## src/rtl/intr_agg_pkg.sv

```systemverilog
`timescale 1ns/1ps
package intr_agg_pkg;

  localparam int REG_W  = 32;
  localparam int HALF_W = 16;
  localparam int N_HALF = 2;

  // Receive half (bits 15:0)
  localparam int RX_SUM_BIT    = 0;
  localparam int RX_GOOD_BIT   = 4;
  localparam int RX_NODESC_BIT = 10;
  localparam int RX_BUSERR_BIT = 14;
  // Transmit half (bits 31:16)
  localparam int TX_SUM_BIT    = 16;
  localparam int TX_DONE_BIT   = 18;
  localparam int TX_NODESC_BIT = 23;
  localparam int TX_BUSERR_BIT = 24;

  localparam logic [REG_W-1:0] RX_SRC_MASK =
    (REG_W'(1) << RX_GOOD_BIT) | (REG_W'(1) << RX_NODESC_BIT) | (REG_W'(1) << RX_BUSERR_BIT);
  localparam logic [REG_W-1:0] TX_SRC_MASK =
    (REG_W'(1) << TX_DONE_BIT) | (REG_W'(1) << TX_NODESC_BIT) | (REG_W'(1) << TX_BUSERR_BIT);
  localparam logic [REG_W-1:0] SUM_MASK =
    (REG_W'(1) << RX_SUM_BIT) | (REG_W'(1) << TX_SUM_BIT);

  // General status halt flags
  localparam int GS_RXHALT_BIT = 2;
  localparam int GS_TXHALT_BIT = 3;
  localparam logic [REG_W-1:0] GS_MASK =
    (REG_W'(1) << GS_RXHALT_BIT) | (REG_W'(1) << GS_TXHALT_BIT);

  // Register byte offsets
  localparam int OFS_ENABLE = 'h00;
  localparam int OFS_STATUS = 'h04;
  localparam int OFS_GSTAT  = 'h08;

  typedef struct packed {
    logic en_wr;
    logic st_wr;
    logic gs_wr;
  } wr_hit_t;

  // Source mask of half h (0 = receive, 1 = transmit)
  function automatic logic [REG_W-1:0] src_mask_of(input int h);
    return (h == 1) ? TX_SRC_MASK : RX_SRC_MASK;
  endfunction

  // Summary bit position of half h
  function automatic int sum_pos_of(input int h);
    return (h == 1) ? TX_SUM_BIT : RX_SUM_BIT;
  endfunction

  // Any enabled source present
  function automatic logic summary_of(input logic [REG_W-1:0] st,
                                      input logic [REG_W-1:0] en,
                                      input logic [REG_W-1:0] mask);
    return |(st & en & mask);
  endfunction

  // Clear then set: a set in the same cycle wins
  function automatic logic [REG_W-1:0] clr_then_set(input logic [REG_W-1:0] cur,
                                                    input logic [REG_W-1:0] clr,
                                                    input logic [REG_W-1:0] set);
    return (cur & ~clr) | set;
  endfunction

endpackage

```

## src/rtl/intr_agg_regbus.sv

```systemverilog
`timescale 1ns/1ps
module intr_agg_regbus
  import intr_agg_pkg::*;
#(
  parameter int ADDR_W = 8
) (
  input  logic              bus_wr,
  input  logic [ADDR_W-1:0] bus_addr,
  input  logic [REG_W-1:0]  enable_q,
  input  logic [REG_W-1:0]  status_q,
  input  logic [REG_W-1:0]  gstat_q,
  output wr_hit_t           wr_hit,
  output logic              addr_known,
  output logic [REG_W-1:0]  bus_rdata
);

  logic sel_en, sel_st, sel_gs;

  assign sel_en = (bus_addr == ADDR_W'(OFS_ENABLE));
  assign sel_st = (bus_addr == ADDR_W'(OFS_STATUS));
  assign sel_gs = (bus_addr == ADDR_W'(OFS_GSTAT));

  assign addr_known = sel_en | sel_st | sel_gs;

  assign wr_hit.en_wr = bus_wr & sel_en;
  assign wr_hit.st_wr = bus_wr & sel_st;
  assign wr_hit.gs_wr = bus_wr & sel_gs;

  always_comb begin
    bus_rdata = '0;
    if (sel_en) bus_rdata = enable_q;
    if (sel_st) bus_rdata = status_q;
    if (sel_gs) bus_rdata = gstat_q & GS_MASK;
  end

endmodule

```

## src/rtl/intr_agg_status.sv

```systemverilog
`timescale 1ns/1ps
module intr_agg_status
  import intr_agg_pkg::*;
(
  input  logic             clk,
  input  logic             rst_n,
  input  logic             soft_rst,
  input  logic [REG_W-1:0] evt_set,
  input  logic             st_wr,
  input  logic             en_wr,
  input  logic [REG_W-1:0] wdata,
  output logic [REG_W-1:0] status_q,
  output logic [REG_W-1:0] enable_q,
  output logic [REG_W-1:0] evt_eff
);

  logic [REG_W-1:0]  en_n;
  logic [REG_W-1:0]  clr_vec;
  logic [REG_W-1:0]  st_base;
  logic [REG_W-1:0]  st_n;
  logic [N_HALF-1:0] half_recalc;
  logic [N_HALF-1:0] half_sum;

  // Summary positions are computed, never set by events
  assign evt_eff = evt_set & ~SUM_MASK;
  assign en_n    = en_wr ? wdata : enable_q;
  assign clr_vec = st_wr ? wdata : '0;
  assign st_base = clr_then_set(status_q, clr_vec, evt_eff);

  for (genvar h = 0; h < N_HALF; h++) begin : g_half
    assign half_recalc[h] = (|evt_eff[h*HALF_W +: HALF_W]) | st_wr | en_wr;
    assign half_sum[h]    = summary_of(st_base, en_n, src_mask_of(h));
  end

  always_comb begin
    st_n = st_base;
    for (int h = 0; h < N_HALF; h++) begin
      st_n[sum_pos_of(h)] = half_recalc[h] ? half_sum[h] : status_q[sum_pos_of(h)];
    end
  end

  always_ff @(posedge clk or negedge rst_n) begin
    if (!rst_n) begin
      status_q <= '0;
      enable_q <= '0;
    end else begin
      enable_q <= en_n;
      if (soft_rst) status_q <= '0;
      else          status_q <= st_n;
    end
  end

endmodule

```

## src/rtl/intr_agg_halt.sv

```systemverilog
`timescale 1ns/1ps
module intr_agg_halt
  import intr_agg_pkg::*;
(
  input  logic             clk,
  input  logic             rst_n,
  input  logic             soft_rst,
  input  logic             tx_on,
  input  logic             rx_on,
  input  logic             gs_wr,
  input  logic [REG_W-1:0] wdata,
  output logic [REG_W-1:0] gstat_q,
  output logic             tx_off_evt,
  output logic             rx_off_evt
);

  logic             tx_on_q, rx_on_q;
  logic [REG_W-1:0] halt_set;
  logic [REG_W-1:0] halt_clr;

  assign tx_off_evt = tx_on_q & ~tx_on;
  assign rx_off_evt = rx_on_q & ~rx_on;

  always_comb begin
    halt_set = '0;
    halt_set[GS_TXHALT_BIT] = tx_off_evt;
    halt_set[GS_RXHALT_BIT] = rx_off_evt;
  end

  assign halt_clr = gs_wr ? (wdata & GS_MASK) : '0;

  always_ff @(posedge clk or negedge rst_n) begin
    if (!rst_n) begin
      tx_on_q <= 1'b0;
      rx_on_q <= 1'b0;
      gstat_q <= '0;
    end else begin
      tx_on_q <= tx_on;
      rx_on_q <= rx_on;
      if (soft_rst) gstat_q <= '0;
      else          gstat_q <= clr_then_set(gstat_q, halt_clr, halt_set) & GS_MASK;
    end
  end

endmodule

```

## src/rtl/intr_agg.sv

```systemverilog
`timescale 1ns/1ps
module intr_agg
  import intr_agg_pkg::*;
#(
  parameter int ADDR_W = 8
) (
  input  logic              clk,
  input  logic              rst_n,
  input  logic              soft_rst,
  input  logic [31:0]       evt_set,
  input  logic              tx_on,
  input  logic              rx_on,
  input  logic              bus_wr,
  input  logic [ADDR_W-1:0] bus_addr,
  input  logic [31:0]       bus_wdata,
  output logic [31:0]       bus_rdata,
  output logic              irq_tx,
  output logic              irq_rx
);

  wr_hit_t          wr_hit;
  logic             addr_known;
  logic             en_wr_hit, st_wr_hit, gs_wr_hit;
  logic [REG_W-1:0] status_q, enable_q, gstat_q, evt_eff;
  logic             tx_off_evt, rx_off_evt;

  assign en_wr_hit = wr_hit.en_wr;
  assign st_wr_hit = wr_hit.st_wr;
  assign gs_wr_hit = wr_hit.gs_wr;

  intr_agg_regbus #(.ADDR_W(ADDR_W)) u_bus (
    .bus_wr     (bus_wr),
    .bus_addr   (bus_addr),
    .enable_q   (enable_q),
    .status_q   (status_q),
    .gstat_q    (gstat_q),
    .wr_hit     (wr_hit),
    .addr_known (addr_known),
    .bus_rdata  (bus_rdata)
  );

  intr_agg_status u_status (
    .clk      (clk),
    .rst_n    (rst_n),
    .soft_rst (soft_rst),
    .evt_set  (evt_set),
    .st_wr    (st_wr_hit),
    .en_wr    (en_wr_hit),
    .wdata    (bus_wdata),
    .status_q (status_q),
    .enable_q (enable_q),
    .evt_eff  (evt_eff)
  );

  intr_agg_halt u_halt (
    .clk        (clk),
    .rst_n      (rst_n),
    .soft_rst   (soft_rst),
    .tx_on      (tx_on),
    .rx_on      (rx_on),
    .gs_wr      (gs_wr_hit),
    .wdata      (bus_wdata),
    .gstat_q    (gstat_q),
    .tx_off_evt (tx_off_evt),
    .rx_off_evt (rx_off_evt)
  );

  assign irq_tx = status_q[TX_SUM_BIT] & enable_q[TX_SUM_BIT];
  assign irq_rx = status_q[RX_SUM_BIT] & enable_q[RX_SUM_BIT];

endmodule

```

## config.mk

```make
export PLATFORM = sky130hd
export DESIGN_NAME = intr_agg
export DESIGN_NICKNAME = d
export VERILOG_FILES = /design/src/rtl/intr_agg_pkg.sv /design/src/rtl/intr_agg_regbus.sv /design/src/rtl/intr_agg_status.sv /design/src/rtl/intr_agg_halt.sv /design/src/rtl/intr_agg.sv
export SDC_FILE = /design/constraint.sdc
export NUM_CORES = 1
export LEC_CHECK = 0
export ABC_AREA = 1
export BUFFER_PORTS_ARGS = -buffer_cell sky130_fd_sc_hd__buf_2
export CAP_MARGIN = 20
export CORE_UTILIZATION = 35
export DETAILED_ROUTE_END_ITERATION = 10
export GPL_ROUTABILITY_DRIVEN = 0
export HOLD_SLACK_MARGIN = 0.12
export PLACE_DENSITY_LB_ADDON = 0.3
export REMOVE_ABC_BUFFERS = 1
export SYNTH_ARGS = -nofsm -noshare
export SYNTH_HDL_FRONTEND = slang
export SYNTH_HIERARCHICAL = 1
export SYNTH_SLANG_ARGS = --single-unit
```

## constraint.sdc

```tcl
create_clock -name clk -period 1.14 [get_ports clk]
set_input_delay 0.171 -clock clk [delete_from_list [all_inputs] [get_ports clk]]
set_output_delay 0.171 -clock clk [all_outputs]
set_load 0.02 [all_outputs]
```

==> report_table.html, run 1 <==
<table>
<tr><th>Metric</th><th>Value</th></tr>
<tr><th colspan="2">Worst setup path</th></tr>
<tr><td>R2R Path Start</td><td>u_status/status_q[10]</td></tr>
<tr><td>Data required time at the worst endpoint</td><td>970 ps</td></tr>
<tr><td>Start point of the critical path</td><td>bus_addr[1]</td></tr>
<tr><td>Largest fanout of any net on the critical path</td><td>5</td></tr>
<tr><td>Startpoint type of the worst setup path</td><td>input port</td></tr>
<tr><td>Type of the worst setup path</td><td>input port to output pin</td></tr>
<tr><td>Cell depth of the worst flop-to-flop path</td><td>6</td></tr>
<tr><td>Category of the worst setup path capture point</td><td>output pin</td></tr>
<tr><td>Arr. time, crit path</td><td>1290 ps</td></tr>
<tr><th colspan="2">Worst hold path</th></tr>
<tr><td>Path category of the worst min-delay check</td><td>input port to register</td></tr>
<tr><td>Beginning of the worst hold path</td><td>evt_set[4]</td></tr>
<tr><td>Instance count along the most critical hold path</td><td>3</td></tr>
<tr><th colspan="2">Routing</th></tr>
<tr><td>Drt drc</td><td>0</td></tr>
<tr><td>Total length of routed wires</td><td>13.8 mm</td></tr>
<tr><td>Vias after detailed routing</td><td>4148</td></tr>
<tr><td>Vias per cell</td><td>4.91</td></tr>
<tr><td>First DRT Iteration DRCs</td><td>163</td></tr>
<tr><td>Wire length per cell</td><td>16.3 um</td></tr>
<tr><td>Number of nets still failing antenna checks after routing</td><td>0</td></tr>
<tr><td>Detailed Routing Iterations Pass 1</td><td>4</td></tr>
<tr><th colspan="2">Clock tree</th></tr>
<tr><td>Insertion delay of the later-clocked pin in the worst-skew pair</td><td>350 ps</td></tr>
<tr><td>Number of buffers inserted during clock tree synthesis</td><td>9</td></tr>
<tr><td>H-Tree Depth</td><td>3</td></tr>
<tr><td>CTS tree</td><td>built</td></tr>
<tr><td>Root Buffer</td><td>clkbuf_8</td></tr>
<tr><td>Maximum number of buffers from clock root to sink</td><td>2</td></tr>
<tr><td>Clock transition at path regs</td><td>70 ps</td></tr>
<tr><td>Clock sinks</td><td>68</td></tr>
<tr><th colspan="2">Finish</th></tr>
<tr><td>Footprint of the multi-input gates</td><td>2200 sq um</td></tr>
<tr><td>Area growth syn-to-layout</td><td>92.7%</td></tr>
<tr><td>Proportion of layout cells with a drive suffix above 1</td><td>0.509</td></tr>
<tr><td>Area taken by flip-flops and latches</td><td>1700 sq um</td></tr>
<tr><td>Ant diodes</td><td>0</td></tr>
<tr><td>Number of inserted filler cells in the final layout</td><td>663</td></tr>
<tr><td>Nets</td><td>789</td></tr>
<tr><th colspan="2">Floorplanning</th></tr>
<tr><td>Overall die width</td><td>102 um</td></tr>
<tr><td>Initial core utilization</td><td>0.369</td></tr>
<tr><td>DIE HEIGHT</td><td>102 um</td></tr>
<tr><td>Core box area</td><td>9420 sq um</td></tr>
<tr><td>I/O pin count</td><td>112</td></tr>
<tr><td>Total die area</td><td>10300 sq um</td></tr>
<tr><td>Number of standard-cell rows in the floorplan</td><td>35</td></tr>
<tr><th colspan="2">Timing</th></tr>
<tr><td>Unrepaired setup endpoints after global routing</td><td>true</td></tr>
<tr><td>Hold Worst Slack</td><td>142 ps</td></tr>
<tr><td>Relative slew margins</td><td>0.682</td></tr>
<tr><td>Fin. Hold Viols</td><td>0</td></tr>
<tr><td>Final critical-path required period</td><td>1460 ps</td></tr>
<tr><td>Slew at the pin with the worst max-slew slack</td><td>478 ps</td></tr>
<tr><td>Peak clock frequency supported by timing</td><td>0.684 GHz</td></tr>
<tr><td>Finish-stage setup viols</td><td>92</td></tr>
<tr><td>Final worst-path setup slack</td><td>-323 ps</td></tr>
<tr><td>Count of final max-slew check failures</td><td>0</td></tr>
<tr><td>Worst clock skew</td><td>11.8 ps</td></tr>
<tr><td>Fin crit share</td><td>1.28</td></tr>
<tr><th colspan="2">Place</th></tr>
<tr><td>Quantity of I/O buffers inserted on ports</td><td>109</td></tr>
<tr><td>Worst setup slack before clock tree synthesis</td><td>-454 ps</td></tr>
<tr><td>Final HPWL from detailed placement</td><td>7.43 mm</td></tr>
<tr><th colspan="2">Synth</th></tr>
<tr><td>Synth warnings</td><td>6</td></tr>
<tr><td>Mean post-synth cell area</td><td>7.35 sq um</td></tr>
<tr><td>Post-synthesis instance area</td><td>3470 sq um</td></tr>
<tr><td>Gate Count Post-Synth</td><td>472</td></tr>
<tr><th colspan="2">Power</th></tr>
<tr><td>Worst IR Drop VDD</td><td>0.000633 V</td></tr>
<tr><td>Total power density per cell area</td><td>829 nW/um^2</td></tr>
<tr><td>Leak Pwr</td><td>3.69 nW</td></tr>
<tr><th colspan="2">Run</th></tr>
<tr><td>Max_cap viols</td><td>0</td></tr>
<tr><th colspan="2">GRT</th></tr>
<tr><td>Via count of the first global-routing pass</td><td>4130</td></tr>
<tr><td>Antenna violations before repair</td><td>0</td></tr>
<tr><td>Pin count of the biggest net entering global routing</td><td>34</td></tr>
<tr><td>First-pass GRT wire length</td><td>19.1 mm</td></tr>
<tr><td>GRT overflow</td><td>0</td></tr>
<tr><td>Global-route usage over all layers</td><td>0.246</td></tr>
<tr><th colspan="2">Outcome</th></tr>
<tr><td>Outcome</td><td>complete, but fails checks</td></tr>
<tr><td>Failing checks</td><td>setup timing</td></tr>
</table>
[cells in the final DEF, fill, tap and decap left out, drive strengths merged]
master,count
buf,182
nor2,38
clkinvlp,1
nand3,28
bufinv,1
dlygate4sd3,62
a21oi,32
nor3,2
inv,28
clkinv,3
nand4,1
clkbuf,13
nand2,256
dfrtp,68
[stage by stage]
step	power [mW]	std cells	setup TNS, ps	area [sq um]	utilization
global placement	3.21	730	-24220	4430	0.470
floorplan	2.86	453	-110970	3330	-
CTS	5.43	824	-13370	5930	0.630
detailed placement	3.23	730	-28550	4430	0.470
global route	5.74	844	-21950	6690	0.710
finish	5.54	844	-18090	6690	0.710
[critical path, stage by stage]
cell and delay, ps:
buf_8 100, nor2_4 140, nand3_4 80, buf_6 130, nor2_4 120, buf_6 150
buf_12 140, nand2_2 60, nand2_2 80, buf_6 110
[worst paths after layout]
path / to / slack [ps]
min in group asynchronous: u_status/status_q[9] / 290
hold reg to reg: u_status/enable_q[29] / 490
setup reg to reg: u_status/status_q[0] / 180
max in group asynchronous: u_status/status_q[27] / 430
setup / recovery: bus_rdata[12] / -320
hold / removal: u_status/status_q[4] / 140
[area by class of cell]
class,instances,area share
repair buffers,247,0.347
clock inverters,5,0.00786
well taps,129,0.0241
multi-input cells,357,0.329
clock buffers,10,0.0206
flip-flops and latches,68,0.255
inverters,28,0.0168
[power breakdown]
group / internal, mW / switching, mW / leakage (nW)
Sequential: 2.55 / 0.129 / 0.892
Combinational: 0.448 / 0.415 / 2.70
Clock: 1.05 / 0.955 / 0.0979
Total: 4.04 / 1.50 / 3.69
[timing repair]
action | CTS | global route
buffers inserted | 13 | 20
gates resized for setup | 149 | 173
pin swaps | 32 | 55
hold buffers | 62 | 0
endpoints found under the setup margin | 40 | 96
gates cloned | 4 | 4
endpoints found under the hold margin | 131 | 0
[metal layers]
| metal | GRT usage | vias up | routed length [um] | part of all wire |
|---|---|---|---|---|
| met1 | 0.285 | 2021 | 5470 | 0.40 |
| met2 | 0.436 | 158 | 7240 | 0.53 |
| met5 | 0 | - | 0 | 0 |
| met3 | 0.0442 | 36 | 603 | 0.044 |
| li1 | - | 1933 | - | - |
| met4 | 0.125 | 0 | 440 | 0.032 |
Power figures use the tool's default switching activity.
==> run 2, diff against run 1 <==
--- a/config.mk
+++ b/config.mk
@@ -18,3 +18,4 @@
 export SYNTH_HDL_FRONTEND = slang
 export SYNTH_HIERARCHICAL = 1
 export SYNTH_SLANG_ARGS = --single-unit
+export TNS_END_PERCENT = 30
==> run 2 against run 1 <==
  * Final cell count down 2.5%
  * Design area down 9.0%
  * The run still ends with setup timing left
  * Sequential cell count stayed put
  * Hold slack improved by 4.0 ps
  * Sequential power is essentially flat
  * Largest cell class unchanged
  * Die area did not move
  * Combinational power fell by 7.8%
  * Highest routed layer unchanged
  * Total power shrank 2.0%
  * Clock power hardly changed
  * Clock-buffer cell count did not move
  * Fmax grew 1.9%
==> report_table.html, run 2 (synthesis gave the netlist of run 1 again) <==
<table>
<tr><th>Metric</th><th>Value</th></tr>
<tr><th colspan="2">Place</th></tr>
<tr><td>Placed Cells</td><td>730 (unchanged)</td></tr>
<tr><td>Worst setup slack before clock tree synthesis</td><td>-454 ps (unchanged)</td></tr>
<tr><td>Final HPWL from detailed placement</td><td>7.43 mm (unchanged)</td></tr>
<tr><td>Cell area after placement</td><td>4430 sq um (unchanged)</td></tr>
<tr><td>Quantity of I/O buffers inserted on ports</td><td>109 (unchanged)</td></tr>
<tr><th colspan="2">Routing</th></tr>
<tr><td>Total length of routed wires</td><td>12.1 mm (was 13.8 mm)</td></tr>
<tr><td>Drt drc</td><td>0 (unchanged)</td></tr>
<tr><td>Detailed Routing Iterations Pass 1</td><td>5 (was 4)</td></tr>
<tr><td>Wire length per cell</td><td>14.7 um (was 16.3 um)</td></tr>
<tr><td>Vias after detailed routing</td><td>3883 (was 4148)</td></tr>
<tr><td>Number of nets still failing antenna checks after routing</td><td>0 (unchanged)</td></tr>
<tr><td>First DRT Iteration DRCs</td><td>141 (was 163)</td></tr>
<tr><td>Vias per cell</td><td>4.72 (was 4.91)</td></tr>
<tr><th colspan="2">Clock tree</th></tr>
<tr><td>H-Tree Depth</td><td>3 (unchanged)</td></tr>
<tr><td>Maximum number of buffers from clock root to sink</td><td>2 (unchanged)</td></tr>
<tr><td>Root Buffer</td><td>clkbuf_8 (unchanged)</td></tr>
<tr><td>Insertion delay of the later-clocked pin in the worst-skew pair</td><td>350 ps (about the same)</td></tr>
<tr><td>Clock sinks</td><td>68 (unchanged)</td></tr>
<tr><td>CTS tree</td><td>built (unchanged)</td></tr>
<tr><td>Clock transition at path regs</td><td>70 ps (about the same)</td></tr>
<tr><td>Number of buffers inserted during clock tree synthesis</td><td>9 (unchanged)</td></tr>
<tr><th colspan="2">Worst setup path</th></tr>
<tr><td>Arr. time, crit path</td><td>1260 ps (was 1290 ps)</td></tr>
<tr><td>Startpoint type of the worst setup path</td><td>input port (unchanged)</td></tr>
<tr><td>Type of the worst setup path</td><td>input port to output pin (unchanged)</td></tr>
<tr><td>Category of the worst setup path capture point</td><td>output pin (unchanged)</td></tr>
<tr><td>Largest fanout of any net on the critical path</td><td>5 (unchanged)</td></tr>
<tr><td>Data required time at the worst endpoint</td><td>970 ps (about the same)</td></tr>
<tr><td>R2R Path Start</td><td>u_status/status_q[14] (was u_status/status_q[10])</td></tr>
<tr><td>Start point of the critical path</td><td>bus_addr[1] (unchanged)</td></tr>
<tr><td>R2R Setup Slk</td><td>200 ps (was 180 ps)</td></tr>
<tr><th colspan="2">Timing</th></tr>
<tr><td>Worst clock skew</td><td>11.3 ps (was 11.8 ps)</td></tr>
<tr><td>Peak clock frequency supported by timing</td><td>0.697 GHz (was 0.684 GHz)</td></tr>
<tr><td>Relative slew margins</td><td>0.697 (was 0.682)</td></tr>
<tr><td>Count of final max-slew check failures</td><td>0 (unchanged)</td></tr>
<tr><td>Final critical-path required period</td><td>1440 ps (was 1460 ps)</td></tr>
<tr><td>Unrepaired setup endpoints after global routing</td><td>true (unchanged)</td></tr>
<tr><td>Final worst-path setup slack</td><td>-295 ps (was -323 ps)</td></tr>
<tr><td>TNS Setup</td><td>-12690 ps (was -18090 ps)</td></tr>
<tr><td>Slew at the pin with the worst max-slew slack</td><td>454 ps (was 478 ps)</td></tr>
<tr><td>Fin. Hold Viols</td><td>0 (unchanged)</td></tr>
<tr><td>Finish-stage setup viols</td><td>86 (was 92)</td></tr>
<tr><td>Fin crit share</td><td>1.26 (was 1.28)</td></tr>
<tr><th colspan="2">Floorplanning</th></tr>
<tr><td>Initial core utilization</td><td>0.369 (unchanged)</td></tr>
<tr><td>Overall die width</td><td>102 um (unchanged)</td></tr>
<tr><td>I/O pin count</td><td>112 (unchanged)</td></tr>
<tr><td>DIE HEIGHT</td><td>102 um (unchanged)</td></tr>
<tr><td>Number of standard-cell rows in the floorplan</td><td>35 (unchanged)</td></tr>
<tr><td>Total die area</td><td>10300 sq um (unchanged)</td></tr>
<tr><td>Core box area</td><td>9420 sq um (unchanged)</td></tr>
<tr><th colspan="2">Outcome</th></tr>
<tr><td>Failing checks</td><td>setup timing (unchanged)</td></tr>
<tr><td>Outcome</td><td>complete, but fails checks (unchanged)</td></tr>
<tr><th colspan="2">GRT</th></tr>
<tr><td>First-pass GRT wire length</td><td>18.7 mm (was 19.1 mm)</td></tr>
<tr><td>Via count of the first global-routing pass</td><td>3986 (was 4130)</td></tr>
<tr><td>GRT overflow</td><td>0 (unchanged)</td></tr>
<tr><td>Pin count of the biggest net entering global routing</td><td>34 (unchanged)</td></tr>
<tr><td>Antenna violations before repair</td><td>0 (unchanged)</td></tr>
<tr><td>Global-route usage over all layers</td><td>0.241 (was 0.246)</td></tr>
<tr><th colspan="2">Power</th></tr>
<tr><td>Psw</td><td>1.41 mW (was 1.50 mW)</td></tr>
<tr><td>Total power density per cell area</td><td>893 nW/um^2 (was 829 nW/um^2)</td></tr>
<tr><td>Total power</td><td>5.43 mW (was 5.54 mW)</td></tr>
<tr><td>Leak Pwr</td><td>3.30 nW (was 3.69 nW)</td></tr>
<tr><td>Combinational share of power</td><td>0.146 (was 0.156)</td></tr>
<tr><td>Worst IR Drop VDD</td><td>0.000625 V (was 0.000633 V)</td></tr>
<tr><td>Reg power frac</td><td>0.489 (was 0.483)</td></tr>
<tr><td>Proportion of total power due to net switching</td><td>0.260 (was 0.270)</td></tr>
<tr><td>Clock share of power</td><td>0.365 (was 0.361)</td></tr>
<tr><td>Internal cell power</td><td>4.02 mW (was 4.04 mW)</td></tr>
<tr><th colspan="2">Finish</th></tr>
<tr><td>Area taken by flip-flops and latches</td><td>1700 sq um (about the same)</td></tr>
<tr><td>Top library cells by usage in the layout, fill and taps aside</td><td>181 x nand2_1, 69 x buf_2, 68 x dfrtp_1 (was 137 x nand2_1, 69 x nand2_2, 69 x buf_6, 69 x buf_2, 67 x dfrtp_1)</td></tr>
<tr><td>Most common library cell in the layout ignoring fill and taps</td><td>nand2_1 (unchanged)</td></tr>
<tr><td>Count of placed standard cells in the final layout, fillers left out</td><td>823 (was 844)</td></tr>
<tr><td>Proportion of layout cells with a drive suffix above 1</td><td>0.403 (was 0.509)</td></tr>
<tr><td>Finished layout cell area</td><td>6080 sq um (was 6690 sq um)</td></tr>
<tr><td>Nets</td><td>768 (was 789)</td></tr>
<tr><td>Footprint of the multi-input gates</td><td>1910 sq um (was 2200 sq um)</td></tr>
<tr><td>Number of inserted filler cells in the final layout</td><td>763 (was 663)</td></tr>
<tr><td>Area growth syn-to-layout</td><td>75.3% (was 92.7%)</td></tr>
<tr><td>Ant diodes</td><td>0 (unchanged)</td></tr>
<tr><th colspan="2">Worst hold path</th></tr>
<tr><td>Path category of the worst min-delay check</td><td>input port to register (unchanged)</td></tr>
<tr><td>Beginning of the worst hold path</td><td>evt_set[27] (was evt_set[4])</td></tr>
<tr><th colspan="2">Run</th></tr>
<tr><td>Max_cap viols</td><td>0 (unchanged)</td></tr>
</table>
run 2: changes by cell type in the layout (fill, tap and decap cells not counted), moves of 2 or more:
cell / before / now
nand2_1: 137 / 181
nand2_2: 69 / 47
nand2_4: 50 / 28
buf_6: 69 / 49
a21oi_1: 13 / 27
a21oi_2: 19 / 5
buf_4: 28 / 34
buf_8: 7 / 1
clkbuf_16: 3 / 0
nand3_1: 15 / 18
nand3_2: 9 / 6
buf_12: 8 / 10
run 2: final cells by class:
type | count | share of cell area
Clock buffer | 10 | 0.0226
Clock inverter | 5 | 0.00864
Inverter | 28 | 0.0177
Multi-Input combinational cell | 357 | 0.313
Sequential cell | 68 | 0.280
Tap cell | 129 | 0.0265
Timing Repair Buffer | 226 | 0.331
run 2: worst max-delay path, cell delays in order:
cell	delay (ps)
buf_8	100
nor2_4	140
nand3_4	90
buf_6	130
nor2_4	120
buf_6	150
buf_12	140
nand2_2	60
nand2_4	60
buf_6	110
run 2: what timing repair did:
item                       in CTS  in global routing
hold endpoints to repair      131                  0
gates resized for setup       108                 95
setup endpoints to repair      40                 94
hold buffers                   62                  0
buffers inserted               11                  4
pin swaps                      24                 36
cloned                          3                  1
run 2: worst paths after layout:
check,cells after the start,end
worst max-delay path,10,bus_rdata[16]
min in group asynchronous,2,u_status/status_q[9]
worst min-delay path,3,u_status/status_q[27]
max in group asynchronous,3,u_status/status_q[27]
worst min register to register,2,register
worst max register to register,6,u_status/status_q[0]
run 2: metrics by stage:
stage / util / hold slack, ps
global route: 0.646 / 138
finish: 0.646 / 146
global placement: 0.470 / 111
floorplan: - / -125
detailed placement: 0.470 / 119
CTS: 0.613 / 126
run 2: power by group through the flow:
stage	sequential (mW)	clock [mW]	combinational [mW]
after floorplan	2.65	0	0.207
after global placement	2.67	0	0.541
after detailed placement	2.67	0	0.558
after CTS	2.63	2.02	0.754
after global routing	2.67	2.12	0.870
final	2.66	1.98	0.795
run 2: per-layer routing:
layer	wire, um	GRT usage	part of all wire	vias to the layer above
met3	649	0.0393	0.054	23
met4	273	0.101	0.023	0
met2	6440	0.429	0.53	142
met5	0	0	0	-
met1	4770	0.286	0.39	1835
li1	-	-	-	1883
